### src/rtl/csm_pkg.sv
package csm_pkg;

  localparam int ADDR_W = 2;
  localparam int DATA_W = 8;
  localparam int DIV_W  = 3;
  localparam int RNG_W  = 2;

  localparam logic [ADDR_W-1:0] ADR_SRC  = 2'd0;
  localparam logic [ADDR_W-1:0] ADR_AUX  = 2'd1;
  localparam logic [ADDR_W-1:0] ADR_STAT = 2'd2;

  typedef enum logic [1:0] {
    SRC_FLL = 2'b00,
    SRC_INT = 2'b01,
    SRC_EXT = 2'b10,
    SRC_RSV = 2'b11
  } src_e;

  typedef struct packed {
    src_e             src;
    logic [DIV_W-1:0] div;
    logic             ref_int;
    logic             irc_keep;
    logic             osc_en;
    logic [RNG_W-1:0] range;
  } ctrl_t;

  typedef struct packed {
    src_e src;
    logic ref_int;
  } sel_t;

  localparam ctrl_t CTRL_RST = '{src: SRC_FLL, div: '0, ref_int: 1'b1,
                                 irc_keep: 1'b0, osc_en: 1'b0, range: '0};
  localparam sel_t  SEL_RST  = '{src: SRC_FLL, ref_int: 1'b1};

endpackage

### src/rtl/csm_sync.sv
module csm_sync #(
  parameter int STAGES = 2
) (
  input  logic clk,
  input  logic rst_n,
  input  logic d,
  output logic q
);

  logic [STAGES-1:0] chain_q;
  logic [STAGES-1:0] chain_d;

  generate
    for (genvar i = 0; i < STAGES; i++) begin : g_stage
      if (i == 0) begin : g_first
        assign chain_d[i] = d;
      end else begin : g_next
        assign chain_d[i] = chain_q[i-1];
      end
    end
  endgenerate

  always_ff @(posedge clk or negedge rst_n) begin
    if (!rst_n) chain_q <= '0;
    else        chain_q <= chain_d;
  end

  assign q = chain_q[STAGES-1];

endmodule

### src/rtl/csm_regs.sv
module csm_regs
  import csm_pkg::*;
(
  input  logic              clk,
  input  logic              rst_n,
  input  logic [ADDR_W-1:0] addr,
  input  logic              we,
  input  logic [DATA_W-1:0] wdata,
  input  sel_t              stat_sel,
  input  logic              osc_init,
  output ctrl_t             ctrl,
  output logic [DATA_W-1:0] rdata
);

  ctrl_t ctrl_q;
  ctrl_t ctrl_d;
  logic  ctrl_en;
  src_e  wr_src;

  assign wr_src  = src_e'(wdata[7:6]);
  assign ctrl_en = we && ((addr == ADR_SRC) || (addr == ADR_AUX));

  // next-state: reserved source code keeps the old selection
  always_comb begin
    ctrl_d = ctrl_q;
    if (addr == ADR_SRC) begin
      if (wr_src != SRC_RSV) ctrl_d.src = wr_src;
      ctrl_d.div      = wdata[5:3];
      ctrl_d.ref_int  = wdata[2];
      ctrl_d.irc_keep = wdata[1];
    end else if (addr == ADR_AUX) begin
      ctrl_d.range  = wdata[2:1];
      ctrl_d.osc_en = wdata[0];
    end
  end

  always_ff @(posedge clk or negedge rst_n) begin
    if (!rst_n)       ctrl_q <= CTRL_RST;
    else if (ctrl_en) ctrl_q <= ctrl_d;
  end

  always_comb begin
    rdata = '0;
    case (addr)
      ADR_SRC:  rdata = {ctrl_q.src, ctrl_q.div, ctrl_q.ref_int, ctrl_q.irc_keep, 1'b0};
      ADR_AUX:  rdata = {5'b0, ctrl_q.range, ctrl_q.osc_en};
      ADR_STAT: rdata = {4'b0, stat_sel.src, stat_sel.ref_int, osc_init};
      default:  rdata = '0;
    endcase
  end

  assign ctrl = ctrl_q;

endmodule

### src/rtl/csm_switch.sv
module csm_switch
  import csm_pkg::*;
#(
  parameter int STAGES = 2
) (
  input  logic  clk,
  input  logic  rst_n,
  input  ctrl_t ctrl,
  input  logic  osc_init,
  output sel_t  applied,
  output sel_t  stat_sel
);

  sel_t app_q;
  sel_t app_d;
  logic ext_needed;
  logic app_en;
  sel_t pipe_q [STAGES];
  sel_t pipe_d [STAGES];

  assign ext_needed = (ctrl.src == SRC_EXT) || !ctrl.ref_int;
  assign app_en     = !ext_needed || !ctrl.osc_en || osc_init;

  always_comb begin
    app_d.src     = ctrl.src;
    app_d.ref_int = ctrl.ref_int;
  end

  always_ff @(posedge clk or negedge rst_n) begin
    if (!rst_n)      app_q <= SEL_RST;
    else if (app_en) app_q <= app_d;
  end

  generate
    for (genvar i = 0; i < STAGES; i++) begin : g_pipe
      if (i == 0) begin : g_first
        assign pipe_d[i] = app_q;
      end else begin : g_next
        assign pipe_d[i] = pipe_q[i-1];
      end
      always_ff @(posedge clk or negedge rst_n) begin
        if (!rst_n) pipe_q[i] <= SEL_RST;
        else        pipe_q[i] <= pipe_d[i];
      end
    end
  endgenerate

  assign applied  = app_q;
  assign stat_sel = pipe_q[STAGES-1];

endmodule

### src/rtl/clksrc_mode_ctrl.sv
module clksrc_mode_ctrl
  import csm_pkg::*;
#(
  parameter int SYNC_STAGES = 2,
  parameter int MULT_W      = 12,
  parameter int BASE_MULT   = 640
) (
  input  logic              clk_i,
  input  logic              rst_ni,
  input  logic [ADDR_W-1:0] bus_addr_i,
  input  logic              bus_we_i,
  input  logic [DATA_W-1:0] bus_wdata_i,
  output logic [DATA_W-1:0] bus_rdata_o,
  input  logic              osc_ready_i,
  output logic [1:0]        clk_mux_sel_o,
  output logic              fll_ref_int_o,
  output logic              irc_en_o,
  output logic [DIV_W-1:0]  ref_div_o,
  output logic [MULT_W-1:0] fll_mult_o
);

  localparam logic [MULT_W-1:0] BASE_M = MULT_W'(BASE_MULT);

  logic  rst_n_int;
  logic  osc_rdy_sync;
  logic  osc_init;
  ctrl_t ctrl;
  sel_t  applied;
  sel_t  stat_sel;
  logic [1:0] stat_src;
  logic       stat_ref;

  csm_sync #(.STAGES(SYNC_STAGES)) u_rst_sync (
    .clk(clk_i), .rst_n(rst_ni), .d(1'b1), .q(rst_n_int)
  );

  csm_sync #(.STAGES(SYNC_STAGES)) u_osc_sync (
    .clk(clk_i), .rst_n(rst_n_int), .d(osc_ready_i), .q(osc_rdy_sync)
  );

  assign osc_init = ctrl.osc_en && osc_rdy_sync;

  csm_regs u_regs (
    .clk(clk_i), .rst_n(rst_n_int), .addr(bus_addr_i), .we(bus_we_i),
    .wdata(bus_wdata_i), .stat_sel(stat_sel), .osc_init(osc_init),
    .ctrl(ctrl), .rdata(bus_rdata_o)
  );

  csm_switch #(.STAGES(SYNC_STAGES)) u_switch (
    .clk(clk_i), .rst_n(rst_n_int), .ctrl(ctrl), .osc_init(osc_init),
    .applied(applied), .stat_sel(stat_sel)
  );

  assign stat_src      = stat_sel.src;
  assign stat_ref      = stat_sel.ref_int;
  assign clk_mux_sel_o = applied.src;
  assign fll_ref_int_o = applied.ref_int;
  assign irc_en_o      = applied.ref_int || (applied.src == SRC_INT) || ctrl.irc_keep;
  assign ref_div_o     = ctrl.div;
  assign fll_mult_o    = (MULT_W'(ctrl.range) + MULT_W'(1)) * BASE_M;

endmodule

### config.mk
export PLATFORM = sky130hd
export DESIGN_NAME = clksrc_mode_ctrl
export DESIGN_NICKNAME = d
export VERILOG_FILES = /design/src/rtl/csm_pkg.sv /design/src/rtl/csm_sync.sv /design/src/rtl/csm_regs.sv /design/src/rtl/csm_switch.sv /design/src/rtl/clksrc_mode_ctrl.sv
export SDC_FILE = /design/constraint.sdc
export NUM_CORES = 1
export LEC_CHECK = 0
export ABC_AREA = 0
export ABC_CLOCK_PERIOD_IN_PS = 1700
export BUFFER_PORTS_ARGS = -buffer_cell sky130_fd_sc_hd__buf_4
export CAP_MARGIN = 20
export CORE_MARGIN = 4
export CORE_UTILIZATION = 50
export CTS_CLUSTER_DIAMETER = 120
export CTS_CLUSTER_SIZE = 12
export DETAILED_ROUTE_END_ITERATION = 10
export GPL_TIMING_DRIVEN = 1
export PLACE_DENSITY = 0.81
export SYNTH_ARGS = -nofsm -noshare
export SYNTH_HDL_FRONTEND = slang
export SYNTH_HIERARCHICAL = 1
export SYNTH_SLANG_ARGS = --single-unit
### constraint.sdc
create_clock -name clk_i -period 1.7 [get_ports clk_i]
set_clock_uncertainty 0.1 [all_clocks]
set_input_delay 0 -clock clk_i [delete_from_list [all_inputs] [get_ports clk_i]]
set_output_delay 0 -clock clk_i [all_outputs]
set_load 0.01 [all_outputs]
* Word level (Yosys, flattened, before mapping)
Index checks and enable logic that the tools add are counted.
** Word-level totals
- Bits of input ports :: 14
- Output and inout port bits :: 27
- Word-level logic and storage cells :: 38
- Register bits after elaboration :: 23
** Operators by class
- Muxes and demuxes :: 1
- Multiply operators :: 1
- Reductions and logical operators :: 15
- Add/subtract/negate cells :: 1
- Equal/unequal tests :: 5
- Bitwise logic cells :: 1
** Operators with widths (count)
- 8-bit case mux with 3 select lines :: 1
- 1-bit logical OR :: 6
- 3-bit AND reduction :: 2
- 3-bit by 3-bit multiplier with 5-bit output (second input constant) :: 1
- 2-bit by 1-bit == test with 1-bit output (second input constant) :: 2
- 2-bit == test (second input constant) :: 2
- 2-bit by 1-bit adder with 3-bit output (second input constant) :: 1
- 1-bit logical NOT :: 3
- 1-bit logical AND :: 2
- 2-bit logical NOT :: 1
- 2-bit inequality test (second input constant) :: 1
- 2-bit AND reduction :: 1
- 1-bit inverter :: 1

* Logic depth before layout (Yosys ltp)
Gate-level depths: netlist of the first run.
- Depth in word-level cells :: 5
- Mapped depth :: 4
- Depth with buffers taken out :: 3

* By module
Netlist of the first run, hierarchy kept.
** By module, submodules not included
- csm_regs :: sequential area each 251.5 µm², instances 1, area an instance 531.8 µm², cells an instance 41
- csm_switch :: sequential area each 229.0 µm², instances 1, area an instance 321.6 µm², cells an instance 21
- clksrc_mode_ctrl :: sequential area each 0.0 µm², instances 1, area an instance 126.4 µm², cells an instance 20
- csm_sync :: sequential area each 50.0 µm², instances 2, area an instance 50.0 µm², cells an instance 2

* Worst setup path after synthesis of the first run
OpenSTA, ideal clock, no wires.
- Path kind :: register to register
- Start point :: reg u_regs.ctrl_q, in the netlist u_regs/ctrl[2]
- End point :: reg u_switch.app_q, in the netlist u_switch/applied[1]
- Data required time :: 1478 ps
- Period minus slack after synthesis :: 1366 ps
- Setup time :: 122 ps
- Cell stages (with the launch flop) :: 4
- Buffers on the path :: 0
- Data arrival time :: 1144 ps
- Setup slack :: 334 ps
- Path through :: dfrtp_1 > and2_1 > or3b_1 > a32o_1
** On the way
- Elaborated cells between the ends (all ways) :: 4
- Classes of those cells :: reduce/logical: 4
** RTL lines
- start, declared :: RTL line csm_regs.sv:15 : ctrl_t ctrl_q;
- start signal, assigned :: RTL line csm_regs.sv:39 : else if (ctrl_en) ctrl_q <= ctrl_d;
- 1-bit logical AND :: RTL line clksrc_mode_ctrl.sv:41 : assign osc_init = ctrl.osc_en && osc_rdy_sync;
- via osc_init :: RTL line clksrc_mode_ctrl.sv:26 : logic osc_init;
- 1-bit logical OR :: RTL line csm_switch.sv:22 : assign app_en = !ext_needed || !ctrl.osc_en || osc_init;
- end signal, assigned :: RTL line csm_switch.sv:31 : else if (app_en) app_q <= app_d;
- end, declared :: RTL line csm_switch.sv:14 : sel_t app_q;
The timed path passes the listed nets, and every way through them passes these cells.
A chain may end at the register's enable or synchronous reset.

* Worst setup path after layout of the first run
- Start point :: in bus_wdata_i[7]
- End point :: reg u_regs.ctrl_q, in the netlist u_regs/ctrl[8]
** On the way
- Word-level cells in the longest chain between the ends :: 2
** RTL lines
- start, declared :: RTL line clksrc_mode_ctrl.sv:12 : input logic [DATA_W-1:0] bus_wdata_i,
- 2-bit inequality test :: RTL line csm_regs.sv:27 : if (wr_src != SRC_RSV) ctrl_d.src = wr_src;
- 3-bit AND reduction (no line)
No other way between the ends.

==> reports/metrics.csv, run 1 <==
stage;metric;value;unit
timing;post-route-min-period;1.507;ns
critical_path;worstReg2RegStart;u_regs/ctrl[2]$_DFFE_PN0P_;
clock_network;cts_setup_buffers;0;
clock_network;clockBufferDepth;2;
drt;dr.pass1.iters;4;
logic_synthesis;netlist_area;1080;um2
grt;grt_util_all_layers;17.60;%
logic_synthesis;synth_xor_area_share;0;%
critical_path;worstReg2RegEnd;u_switch/applied[1]$_DFFE_PN0P_;
logic_synthesis;ys_async_sr_fraction;100.0;%
placement;gp_congestion;0.7963;
layout;multiInputGateArea;397.9;um2
logic_synthesis;synthMuxAreaShare;11.12;%
clock_network;clkTransAtPathRegs;0.13;ns
timing;setup_ws;0.1929;ns
critical_path;crit_required;1.86;ns
timing;tns;0;ns
power_and_ir_drop;p_leak;0.6900;nW
timing;report.final.slew_viol_count;0;
layout;seqCellArea;580.6;um2
floorplanning;boundaryPins;41;
clock_network;cts_resized;0;
logic_synthesis;yosysSeqAreaShare;53.77;%
logic_synthesis;synth_top_family_by_area;simple AND/OR/NAND/NOR gates;
grt;antenna_found_initial;0;
grt;grt_pass1_vias;759;
critical_path;reg2reg_slack;0.20;ns
grt;grt_pass1_wl;3.588;mm
floorplanning;core;2002;um2
clock_network;cts_root_buf;clkbuf_4;
clock_network;cts_buffers;3;
logic_synthesis;synthCells;86;
logic_synthesis;ys_types;28;
drt;routed_wl;2.299;mm
floorplanning;die_h;54.47;um
floorplanning;die_area;2967;um2
hold_path;hp-class;input pin to flip-flop;
drt;vias_per_cell;5.038;
status;status;finished clean;
grt;grt-ovfl-total;0;
critical_path;crit_fanout;2;
placement;place_area;1290;um2
clock_network;numClockSinks;23;
floorplanning;rows;16;
placement;pre_cts_ws;0.2386;ns
clock_network;cts_tree;built;
timing;rsz0062_at_grt;false;
placement;post-dp-hpwl;1.582;mm
power_and_ir_drop;p_total;0.001477;W
logic_synthesis;yosys.area_share.adder;2.317;%
timing;setup_viol;0;
logic_synthesis;synth_edf_count;0;
hold_path;hold_path_end;u_regs/ctrl[9]$_DFFE_PN0P_;
timing;finalCritPeriodShare;88.65;%
clock_network;htreeDepth;1;
timing;fmax;663.5;MHz
power_and_ir_drop;irDropWorstVdd;0.8505;mV
logic_synthesis;synthFlopType;dfrtp_1;
floorplanning;fp.dieW;54.47;um
placement;io_buffers;33;
clock_network;holdBufCountCts;12;
drt;drc;0;
critical_path;end_kind;flip-flop;
logic_synthesis;synth-simple-area-share;13.21;%
drt;vias;786;
logic_synthesis;avgSynthCellArea;12.56;um2
layout;fillCellCount;140;
critical_path;critPathKind;input pin to flip-flop;
critical_path;worst-r2r-cell-count;3;
hold_path;min_from;bus_addr_i[1];
layout;fin_nets;146;
grt;grt_start_max_net_pins;22;
layout;post_route_cells_drive_above_1_share;41.09;%
critical_path;critPathArrivalTime;1.67;ns
hold_path;hold_depth;3;
logic_synthesis;ys_ff_latch;23;
layout;antenna_cells;0;
critical_path;worstSetupStartpointType;input pin;
drt;detail_route.iter0.violations;26;
layout;design_area;1438;um2
job;maxCapViolCount;0;
power_and_ir_drop;power.density;1027;nW/um2
logic_synthesis;synth_compound_area_share;7.416;%
drt;ant_nets;0;
floorplanning;start_util;53.94;%
clock_network;insertion_delay;0.31;ns
timing;hold_viol_final;0;
drt;wl_per_cell;14.74;um
logic_synthesis;ys_warn_count;6;
layout;syn_to_final_growth;33.14;%
==> power by group <==
part	internal [W]	switching [W]	leakage (nW)
clock network	0.0000877	0.000159	0.0177
registers	0.000684	0.0000914	0.267
logic	0.000258	0.000198	0.405
total	0.00103	0.000448	0.690
==> cells by family after synthesis <==
| group | count (synthesis) |
|---|---|
| AOI/OAI and AO/OA | 10 |
| and+or+nand+nor | 19 |
| other | 2 |
| DFF | 23 |
| muxes | 11 |
| adders and majority gates | 2 |
| buffers and inverters | 19 |
==> sequential cells by signal, indices dropped and copies added (netlist names) <==
name                flops
u_osc_sync/chain_q      2
u_regs/ctrl            10
u_rst_sync/chain_q      2
u_switch/applied        3
u_switch/pipe_d         3
u_switch/stat_sel       3
==> critical path: stages <==
cell	delay, ns
dlygate4sd3_1	0.54
buf_4	0.14
nor4b_1	0.27
o22a_1	0.19
dlygate4sd3_1	0.53
==> cells in the mapped netlist (2+ instances only) <==
library cell,instances,share of area [%]
and2_1,5,2.9
buf_4,12,8.3
conb_1,2,0.70
dfrtp_1,19,44
dfstp_2,4,9.7
ha_1,2,2.3
inv_1,6,2.1
mux2_2,8,8.3
mux2i_1,3,2.8
nor2_1,3,1.0
nor4b_1,2,1.6
o22a_1,2,1.6
o2bb2ai_1,3,2.4
==> worst max-delay path by stage <==
stage,slack (ns),to,cells after the start,startpoint
finish,0.19,u_regs/ctrl[8]$_DFFE_PN0P_,5,bus_wdata_i[7]
CTS,0.19,u_regs/ctrl[8]$_DFFE_PN0P_,5,bus_wdata_i[7]
floorplan,0.33,u_switch/applied[1]$_DFFE_PN0P_,3,u_regs/ctrl[2]$_DFFE_PN0P_
global placement,0.31,u_switch/applied[1]$_DFFE_PN0P_,3,u_regs/ctrl[2]$_DFFE_PN0P_
global route,0.17,u_switch/applied[1]$_DFFE_PN0P_,3,u_regs/ctrl[2]$_DFFE_PN0P_
detailed placement,0.24,u_switch/applied[1]$_DFFE_PN0P_,3,u_regs/ctrl[2]$_DFFE_PN0P_
==> final cells by class <==
class,count,share of cell area (%)
clock buffers,3,1.567
clock inverters,1,0.3481
inverters,6,1.567
multi-input cells,50,27.68
flip-flops and latches,23,40.38
well taps,27,2.350
repair buffers,46,26.11
==> layer usage <==
| layer | global-route usage (%) | up-vias | routed length, um |
|---|---|---|---|
| li1 | - | 364 | - |
| met1 | 21.04 | 371 | 900 |
| met2 | 31.47 | 49 | 1200 |
| met3 | 3.542 | 2 | 184 |
| met4 | 5.394 | 0 | 12 |
| met5 | 0 | - | 0 |
==> layout by cell type, fill, tap and decap left out <==
master / synthesis / routed
mux2i_1: 3 / 3
o21ai_1: 1 / 1
inv_1: 6 / 6
a22oi_1: 1 / 1
dfstp_2: 4 / 4
dfrtp_1: 19 / 19
nor2_1: 3 / 3
a32o_1: 1 / 1
and2b_2: 1 / 1
conb_1: 2 / 8
o2bb2ai_1: 3 / 3
or3b_1: 1 / 1
nand3b_1: 1 / 1
a21oi_1: 1 / 1
a22o_1: 1 / 1
buf_4: 12 / 34
nor4b_1: 2 / 2
dlygate4sd3_1: 0 / 12
mux2_2: 8 / 8
nor2b_1: 1 / 1
nor3b_4: 1 / 1
nand2b_1: 1 / 1
ha_1: 2 / 2
nand2_1: 1 / 1
and2_1: 5 / 5
nand4bb_1: 1 / 1
or3b_4: 1 / 1
clkbuf_4: 0 / 3
o22a_1: 2 / 2
clkinv_2: 0 / 1
==> metrics by stage <==
stage | cells | util [%] | hold WS [ns]
2_1_floorplan | 92 | - | -0.3956
3_3_place_gp | 140 | 64.44 | -0.3178
3_5_place_dp | 140 | 64.44 | -0.3158
4_1_cts | 156 | 71.81 | 0.02424
5_1_grt | 156 | 71.81 | 0.04171
6_report | 156 | 71.81 | 0.02740
(Power assumes the default switching activity.)
==> run 2, diff against run 1 <==
--- a/config.mk
+++ b/config.mk
@@ -11,11 +11,13 @@
 export CAP_MARGIN = 20
 export CORE_MARGIN = 4
 export CORE_UTILIZATION = 50
+export CTS_BUF_LIST = sky130_fd_sc_hd__clkbuf_8
 export CTS_CLUSTER_DIAMETER = 120
 export CTS_CLUSTER_SIZE = 12
 export DETAILED_ROUTE_END_ITERATION = 10
 export GPL_TIMING_DRIVEN = 1
 export PLACE_DENSITY = 0.81
+export RECOVER_POWER = 50
 export SYNTH_ARGS = -nofsm -noshare
 export SYNTH_HDL_FRONTEND = slang
 export SYNTH_HIERARCHICAL = 1
==> reports/metrics.csv, run 2 (same netlist as run 1, synthesis figures left out) <==
stage;metric;value;unit
clock_network;cts_resized;0;
hold_path;hp-class;input pin to flip-flop;
power_and_ir_drop;seq_power_share;49.7;%
hold_path;hold_depth;3;
timing;fmax;622.0;MHz
hold_path;hold_path_end;u_regs/ctrl[9]$_DFFE_PN0P_;
floorplanning;core;2002;um2
clock_network;clockBufferDepth;2;
critical_path;worst-r2r-cell-count;3;
drt;ant_nets;0;
clock_network;holdBufCountCts;12;
hold_path;min_from;bus_addr_i[1];
clock_network;cts_buffers;3;
timing;finalCritPeriodShare;94.57;%
critical_path;crit_required;1.81;ns
critical_path;critPathArrivalTime;1.71;ns
layout;antenna_cells;0;
grt;grt_pass1_vias;776;
power_and_ir_drop;irDropWorstVdd;0.8814;mV
floorplanning;fp.dieW;54.47;um
timing;hold_viol_final;0;
placement;numPlacedInstances;140;
layout;post_route_cells_drive_above_1_share;39.53;%
power_and_ir_drop;netSwitchingFraction;29.43;%
grt;grt-ovfl-total;0;
floorplanning;die_area;2967;um2
floorplanning;start_util;53.94;%
timing;tightest_slew;1.102;ns
critical_path;worstReg2RegEnd;u_switch/applied[1]$_DFFE_PN0P_;
timing;report.final.slew_viol_count;0;
drt;wl_per_cell;15.01;um
placement;post-dp-hpwl;1.582;mm
timing;rsz0062_at_grt;false;
power_and_ir_drop;p_leak;0.6931;nW
critical_path;worst_path_most_repeated_cell;dlygate4sd3_1;
layout;utilization;72.56;%
critical_path;crit_family;buffers and inverters;
critical_path;end_kind;flip-flop;
drt;detail_route.iter0.violations;22;
clock_network;cts_tree;built;
clock_network;insertion_delay;0.26;ns
grt;grt_pass1_wl;3.670;mm
grt;grt_start_max_net_pins;22;
timing;setup_viol;0;
layout;syn_to_final_growth;34.53;%
power_and_ir_drop;combPwrFrac;29.1;%
layout;largest_reg_flops;10;
drt;drc;0;
clock_network;clkTransAtPathRegs;0.08;ns
drt;routed_wl;2.341;mm
job;maxCapViolCount;0;
power_and_ir_drop;pwr-share-clk;21.2;%
critical_path;worstReg2RegStart;u_regs/ctrl[2]$_DFFE_PN0P_;
clock_network;cts_root_buf;clkbuf_8;
critical_path;worstSetupStartpointType;input pin;
layout;layout_common_cells;buf_4 (31), dfrtp_1 (19), dlygate4sd3_1 (12);
timing;fin_hold_ws;0.08793;ns
clock_network;numClockSinks;23;
status;status;finished clean;
critical_path;max_stage_delay;0.57;ns
critical_path;path_buf_inv;3;
layout;instances_no_fill;156;
grt;antenna_found_initial;0;
layout;final_common_cell;buf_4;
power_and_ir_drop;power.density;1075;nW/um2
clock_network;htreeDepth;1;
drt;vias_per_cell;5.058;
critical_path;critPathKind;input pin to flip-flop;
critical_path;reg2reg_slack;0.20;ns
layout;fin_nets;146;
floorplanning;die_h;54.47;um
critical_path;crit_slowest_cell;dlygate4sd3_1;
floorplanning;rows;16;
layout;fillCellCount;141;
critical_path;crit_chain;dlygate4sd3_1, buf_4, nor4b_1, o22a_1, dlygate4sd3_1;
timing;maxSlewHeadroom;26.54;%
timing;tns;0;ns
floorplanning;boundaryPins;41;
power_and_ir_drop;p_sw;0.0004594;W
timing;post-route-min-period;1.608;ns
power_and_ir_drop;p_total;0.001561;W
power_and_ir_drop;p_int;0.001102;W
placement;gp_congestion;0.7963;
placement;io_buffers;33;
drt;vias;789;
grt;grt_util_all_layers;17.91;%
drt;dr.pass1.iters;4;
critical_path;crit_fanout;2;
clock_network;cts_setup_buffers;0;
-- run 2: cell count changes in the layout (fill, tap and decap cells not counted), sizes merged --
cell and delta:
buf -3, clkbuf +3
-- run 2: final cells by class --
type | count | area [um2] | share of cell area [%]
Clock buffer | 3 | 41.29 | 2.842
Timing Repair Buffer | 46 | 371.6 | 25.58
Sequential cell | 23 | 580.6 | 39.97
Multi-Input combinational cell | 50 | 397.9 | 27.39
Inverter | 6 | 22.52 | 1.550
Clock inverter | 1 | 5.005 | 0.3445
Tap cell | 27 | 33.78 | 2.326
-- run 2: how the worst max path moves through the flow --
stage                                    start                              end  slack (ns)  cells after the start
global route                    bus_wdata_i[7]       u_regs/ctrl[8]$_DFFE_PN0P_        0.09                      5
finish                          bus_wdata_i[7]       u_regs/ctrl[8]$_DFFE_PN0P_        0.09                      5
floorplan           u_regs/ctrl[2]$_DFFE_PN0P_  u_switch/applied[1]$_DFFE_PN0P_        0.33                      3
detailed placement  u_regs/ctrl[2]$_DFFE_PN0P_  u_switch/applied[1]$_DFFE_PN0P_        0.24                      3
CTS                             bus_wdata_i[7]       u_regs/ctrl[8]$_DFFE_PN0P_        0.14                      5
global placement    u_regs/ctrl[2]$_DFFE_PN0P_  u_switch/applied[1]$_DFFE_PN0P_        0.31                      3
-- run 2: metal layers --
| layer | global-route usage, % | routed length (um) | vias to the layer above |
|---|---|---|---|
| li1 | - | - | 361 |
| met3 | 2.725 | 150 | 4 |
| met5 | 0 | 0 | - |
| met1 | 22.69 | 953 | 387 |
| met4 | 5.394 | 14 | 0 |
| met2 | 31.27 | 1223 | 37 |
-- run 2: tightest hold or removal path, delay by kind of cell --
| family | cells | cell delay [ns] |
|---|---|---|
| AND/OR/NAND/NOR | 1 | 0.07 |
| buffers and inverters | 1 | 0.17 |
| AO/OA/AOI/OAI | 1 | 0.17 |
-- run 2: stage by stage --
step	cell area [um2]	setup WS (ns)
after floorplan	1102	0.3344
after global placement	1290	0.3095
after detailed placement	1290	0.2386
after CTS	1456	0.1400
after global routing	1453	0.09103
final	1453	0.09226
-- run 2: power by group through the flow --
| stage | logic, W | registers (W) | clock network (W) |
|---|---|---|---|
| 2_1_floorplan | 0.000274 | 0.000764 | 0 |
| 3_3_place_gp | 0.000414 | 0.000780 | 0 |
| 3_5_place_dp | 0.000427 | 0.000783 | 0 |
| 4_1_cts | 0.000456 | 0.000778 | 0.000336 |
| 5_1_grt | 0.000499 | 0.000796 | 0.000372 |
| 6_report | 0.000454 | 0.000777 | 0.000330 |
==> run 3, diff against run 2 <==
--- a/config.mk
+++ b/config.mk
@@ -5,7 +5,7 @@
 export SDC_FILE = /design/constraint.sdc
 export NUM_CORES = 1
 export LEC_CHECK = 0
-export ABC_AREA = 0
+export ABC_AREA = 1
 export ABC_CLOCK_PERIOD_IN_PS = 1700
 export BUFFER_PORTS_ARGS = -buffer_cell sky130_fd_sc_hd__buf_4
 export CAP_MARGIN = 20
==> reports/metrics.csv, run 3 <==
stage;metric;value;unit
status;status;finished clean;
power_and_ir_drop;seq_power_share;49.2;%
logic_synthesis;yosysSeqAreaShare;51.90;%
floorplanning;rows;16;
critical_path;worstSetupStartpointType;input pin;
grt;grt_util_all_layers;19.12;%
drt;routed-wl-met2;1.483;mm
logic_synthesis;synth.most_common_cell;nand2_1;
logic_synthesis;synth_top_cell_by_area;dfrtp_1;
critical_path;worst-r2r-cell-count;1;
power_and_ir_drop;combPwrFrac;28.2;%
logic_synthesis;synth_edf_count;0;
layout;post_route_cells_drive_above_1_share;28.73;%
timing;setup_ws;0.01923;ns
clock_network;cts_root_buf;clkbuf_8;
logic_synthesis;synth_area_leaders;dfrtp_1 (43%), nand2_1 (14%), dfstp_2 (9.4%), buf_4 (7.4%), nand3_1 (5.8%);
floorplanning;boundaryPins;41;
floorplanning;die_h;55.30;um
logic_synthesis;ys_ff_latch;23;
logic_synthesis;ys_types;14;
hold_path;hold_depth;4;
drt;met3_length;176;um
timing;setup_viol;0;
layout;utilization;77.63;%
logic_synthesis;ys_warn_count;6;
critical_path;crit_slowest_cell;dlygate4sd3_1;
drt;wl_per_cell;13.28;um
layout;largest_reg_flops;10;
clock_network;clockBufferDepth;2;
grt;grt_pass1_vias;1002;
logic_synthesis;netlist_area;1119;um2
critical_path;max_stage_delay;0.57;ns
grt;grt_pass1_wl;4.554;mm
floorplanning;fp.dieW;55.30;um
placement;numPlacedInstances;183;
clock_network;cts_resized;0;
grt;grt_start_max_net_pins;22;
logic_synthesis;synth_commonest_cells;nand2_1 (43), dfrtp_1 (19), inv_1 (16);
critical_path;worst_path_most_repeated_cell;dlygate4sd3_1;
layout;layout_common_cells;nand2_1 (43), buf_4 (33), dfrtp_1 (19);
layout;final_common_cell;nand2_1;
critical_path;crit_required;1.81;ns
power_and_ir_drop;pwr-share-clk;22.6;%
timing;fmax;595.0;MHz
critical_path;critPathArrivalTime;1.79;ns
logic_synthesis;synthCells;129;
power_and_ir_drop;p_sw;0.0004667;W
clock_network;insertion_delay;0.26;ns
clock_network;htreeDepth;1;
timing;maxSlewHeadroom;27.47;%
clock_network;numClockSinks;23;
logic_synthesis;ys_async_sr_fraction;100.0;%
layout;antenna_cells;0;
timing;report.final.slew_viol_count;0;
clock_network;cts_tree;built;
power_and_ir_drop;netSwitchingFraction;31.11;%
drt;ant_nets;0;
logic_synthesis;synth_top_cell_area_share;42.51;%
hold_path;hp-class;input pin to flip-flop;
floorplanning;start_util;54.78;%
logic_synthesis;synthFlopType;dfrtp_1;
critical_path;crit_family;buffers and inverters;
critical_path;path_depth;7;
drt;routed_wl;2.763;mm
layout;syn_to_final_growth;41.72;%
clock_network;cts_buffers;3;
clock_network;clkTransAtPathRegs;0.08;ns
drt;vias;970;
drt;drc;0;
critical_path;critPathKind;input pin to flip-flop;
timing;finalCritPeriodShare;98.87;%
floorplanning;core;2042;um2
floorplanning;die_area;3058;um2
critical_path;end_kind;flip-flop;
drt;wl_met1;1.059;mm
power_and_ir_drop;irDropWorstVdd;0.7672;mV
layout;fillCellCount;145;
layout;instances_no_fill;208;
timing;tns;0;ns
job;maxCapViolCount;0;
power_and_ir_drop;p_leak;0.8485;nW
drt;dr.pass1.iters;4;
logic_synthesis;avgSynthCellArea;8.671;um2
grt;grt-ovfl-total;0;
placement;pre_cts_ws;0.6182;ns
critical_path;path_buf_inv;4;
timing;tightest_slew;1.088;ns
drt;vias_per_cell;4.663;
drt;detail_route.iter0.violations;23;
drt;highest_layer;met4;
placement;post-dp-hpwl;1.713;mm
critical_path;crit_fanout;7;
power_and_ir_drop;p_int;0.001034;W
critical_path;crit_chain;dlygate4sd3_1, buf_4, nor2_4, buf_12, nand3_1, dlygate4sd3_1, nand2_1;
placement;gp_congestion;0.7545;
placement;io_buffers;33;
power_and_ir_drop;power.density;946.5;nW/um2
timing;hold_viol_final;0;
grt;antenna_found_initial;0;
timing;post-route-min-period;1.681;ns
layout;fin_nets;198;
timing;fin_hold_ws;0.007766;ns
-- run 3: changes by cell type in the layout (fill, tap and decap cells not counted), moves of 3 or more --
| cell | delta |
|---|---|
| and2_1 | -5 |
| dlygate4sd3_1 | +6 |
| inv_1 | +10 |
| mux2_2 | -8 |
| mux2i_1 | -3 |
| nand2_1 | +42 |
| nand2_2 | +4 |
| nand3_1 | +13 |
| nor2_1 | +3 |
| nor2_4 | +3 |
| o2bb2ai_1 | -3 |
-- run 3: per-stage QoR --
| step | total power (W) | instance area [um2] |
|---|---|---|
| 6_report | 0.001500 | 1585 |
| 3_5_place_dp | 0.001133 | 1325 |
| 2_1_floorplan | 0.0009786 | 1141 |
| 3_3_place_gp | 0.001116 | 1325 |
| 4_1_cts | 0.001503 | 1554 |
| 5_1_grt | 0.001603 | 1585 |
-- run 3: kinds of logic after synthesis --
logic type	after synthesis	share of synthesized area [%]
DFF	23	51.90
other	2	0.6714
buffers and inverters	29	14.77
adders and majority gates	2	2.237
and+or+nand+nor	73	30.42
-- run 3: layout make-up --
type                            instances  area (um2)  area share, %
Clock buffer                            3       41.29          2.605
Clock inverter                          1       7.507         0.4736
Inverter                               16       60.06          3.788
Multi-Input combinational cell         83       395.4          24.94
Sequential cell                        23       580.6          36.62
Tap cell                               27       33.78          2.131
Timing Repair Buffer                   55       466.7          29.44
-- run 3: per-layer routing --
metal / vias up / global-route usage [%]
li1: 474 / -
met1: 451 / 20.59
met2: 41 / 34.12
met3: 4 / 5.361
met4: 0 / 9.028
met5: - / 0
-- run 3: final timing paths --
kind                                                       from                        endpoint  slack [ns]
min in group asynchronous       u_rst_sync/chain_q[1]$_DFF_PN0_      u_regs/ctrl[2]$_DFFE_PN0P_        0.42
max in group asynchronous       u_rst_sync/chain_q[1]$_DFF_PN0_      u_regs/ctrl[1]$_DFFE_PN0P_        0.43
worst max-delay path                              bus_addr_i[0]      u_regs/ctrl[5]$_DFFE_PN0P_        0.02
worst min-delay path                              bus_addr_i[1]      u_regs/ctrl[3]$_DFFE_PN0P_       0.008
worst min register to register     u_switch/pipe_d[2]$_DFF_PN0_  u_switch/stat_sel[2]$_DFF_PN0_        0.25
worst max register to register  u_rst_sync/chain_q[1]$_DFF_PN0_      u_regs/ctrl[1]$_DFFE_PN0P_        0.43
-- run 3: repair_timing --
item / 4_1_cts / 5_1_grt
setup buffers: 0 / 3
endpoints found under the hold margin: 13 / 0
setup endpoints to repair: 0 / 1
hold buffers: 18 / 0
-- run 3: tightest hold or removal path, cell delays in order --
cell,delay [ns]
buf_4,0.15
nor2_4,0.08
nand3_1,0.07
nand2_1,0.05
-- run 3: power groups by stage --
| stage | clock network [W] | registers (W) | logic [W] |
|---|---|---|---|
| 3_5_place_dp | 0 | 0.000748 | 0.000384 |
| 6_report | 0.000338 | 0.000739 | 0.000423 |
| 4_1_cts | 0.000350 | 0.000739 | 0.000414 |
| 3_3_place_gp | 0 | 0.000744 | 0.000371 |
| 2_1_floorplan | 0 | 0.000733 | 0.000245 |
| 5_1_grt | 0.000380 | 0.000754 | 0.000469 |
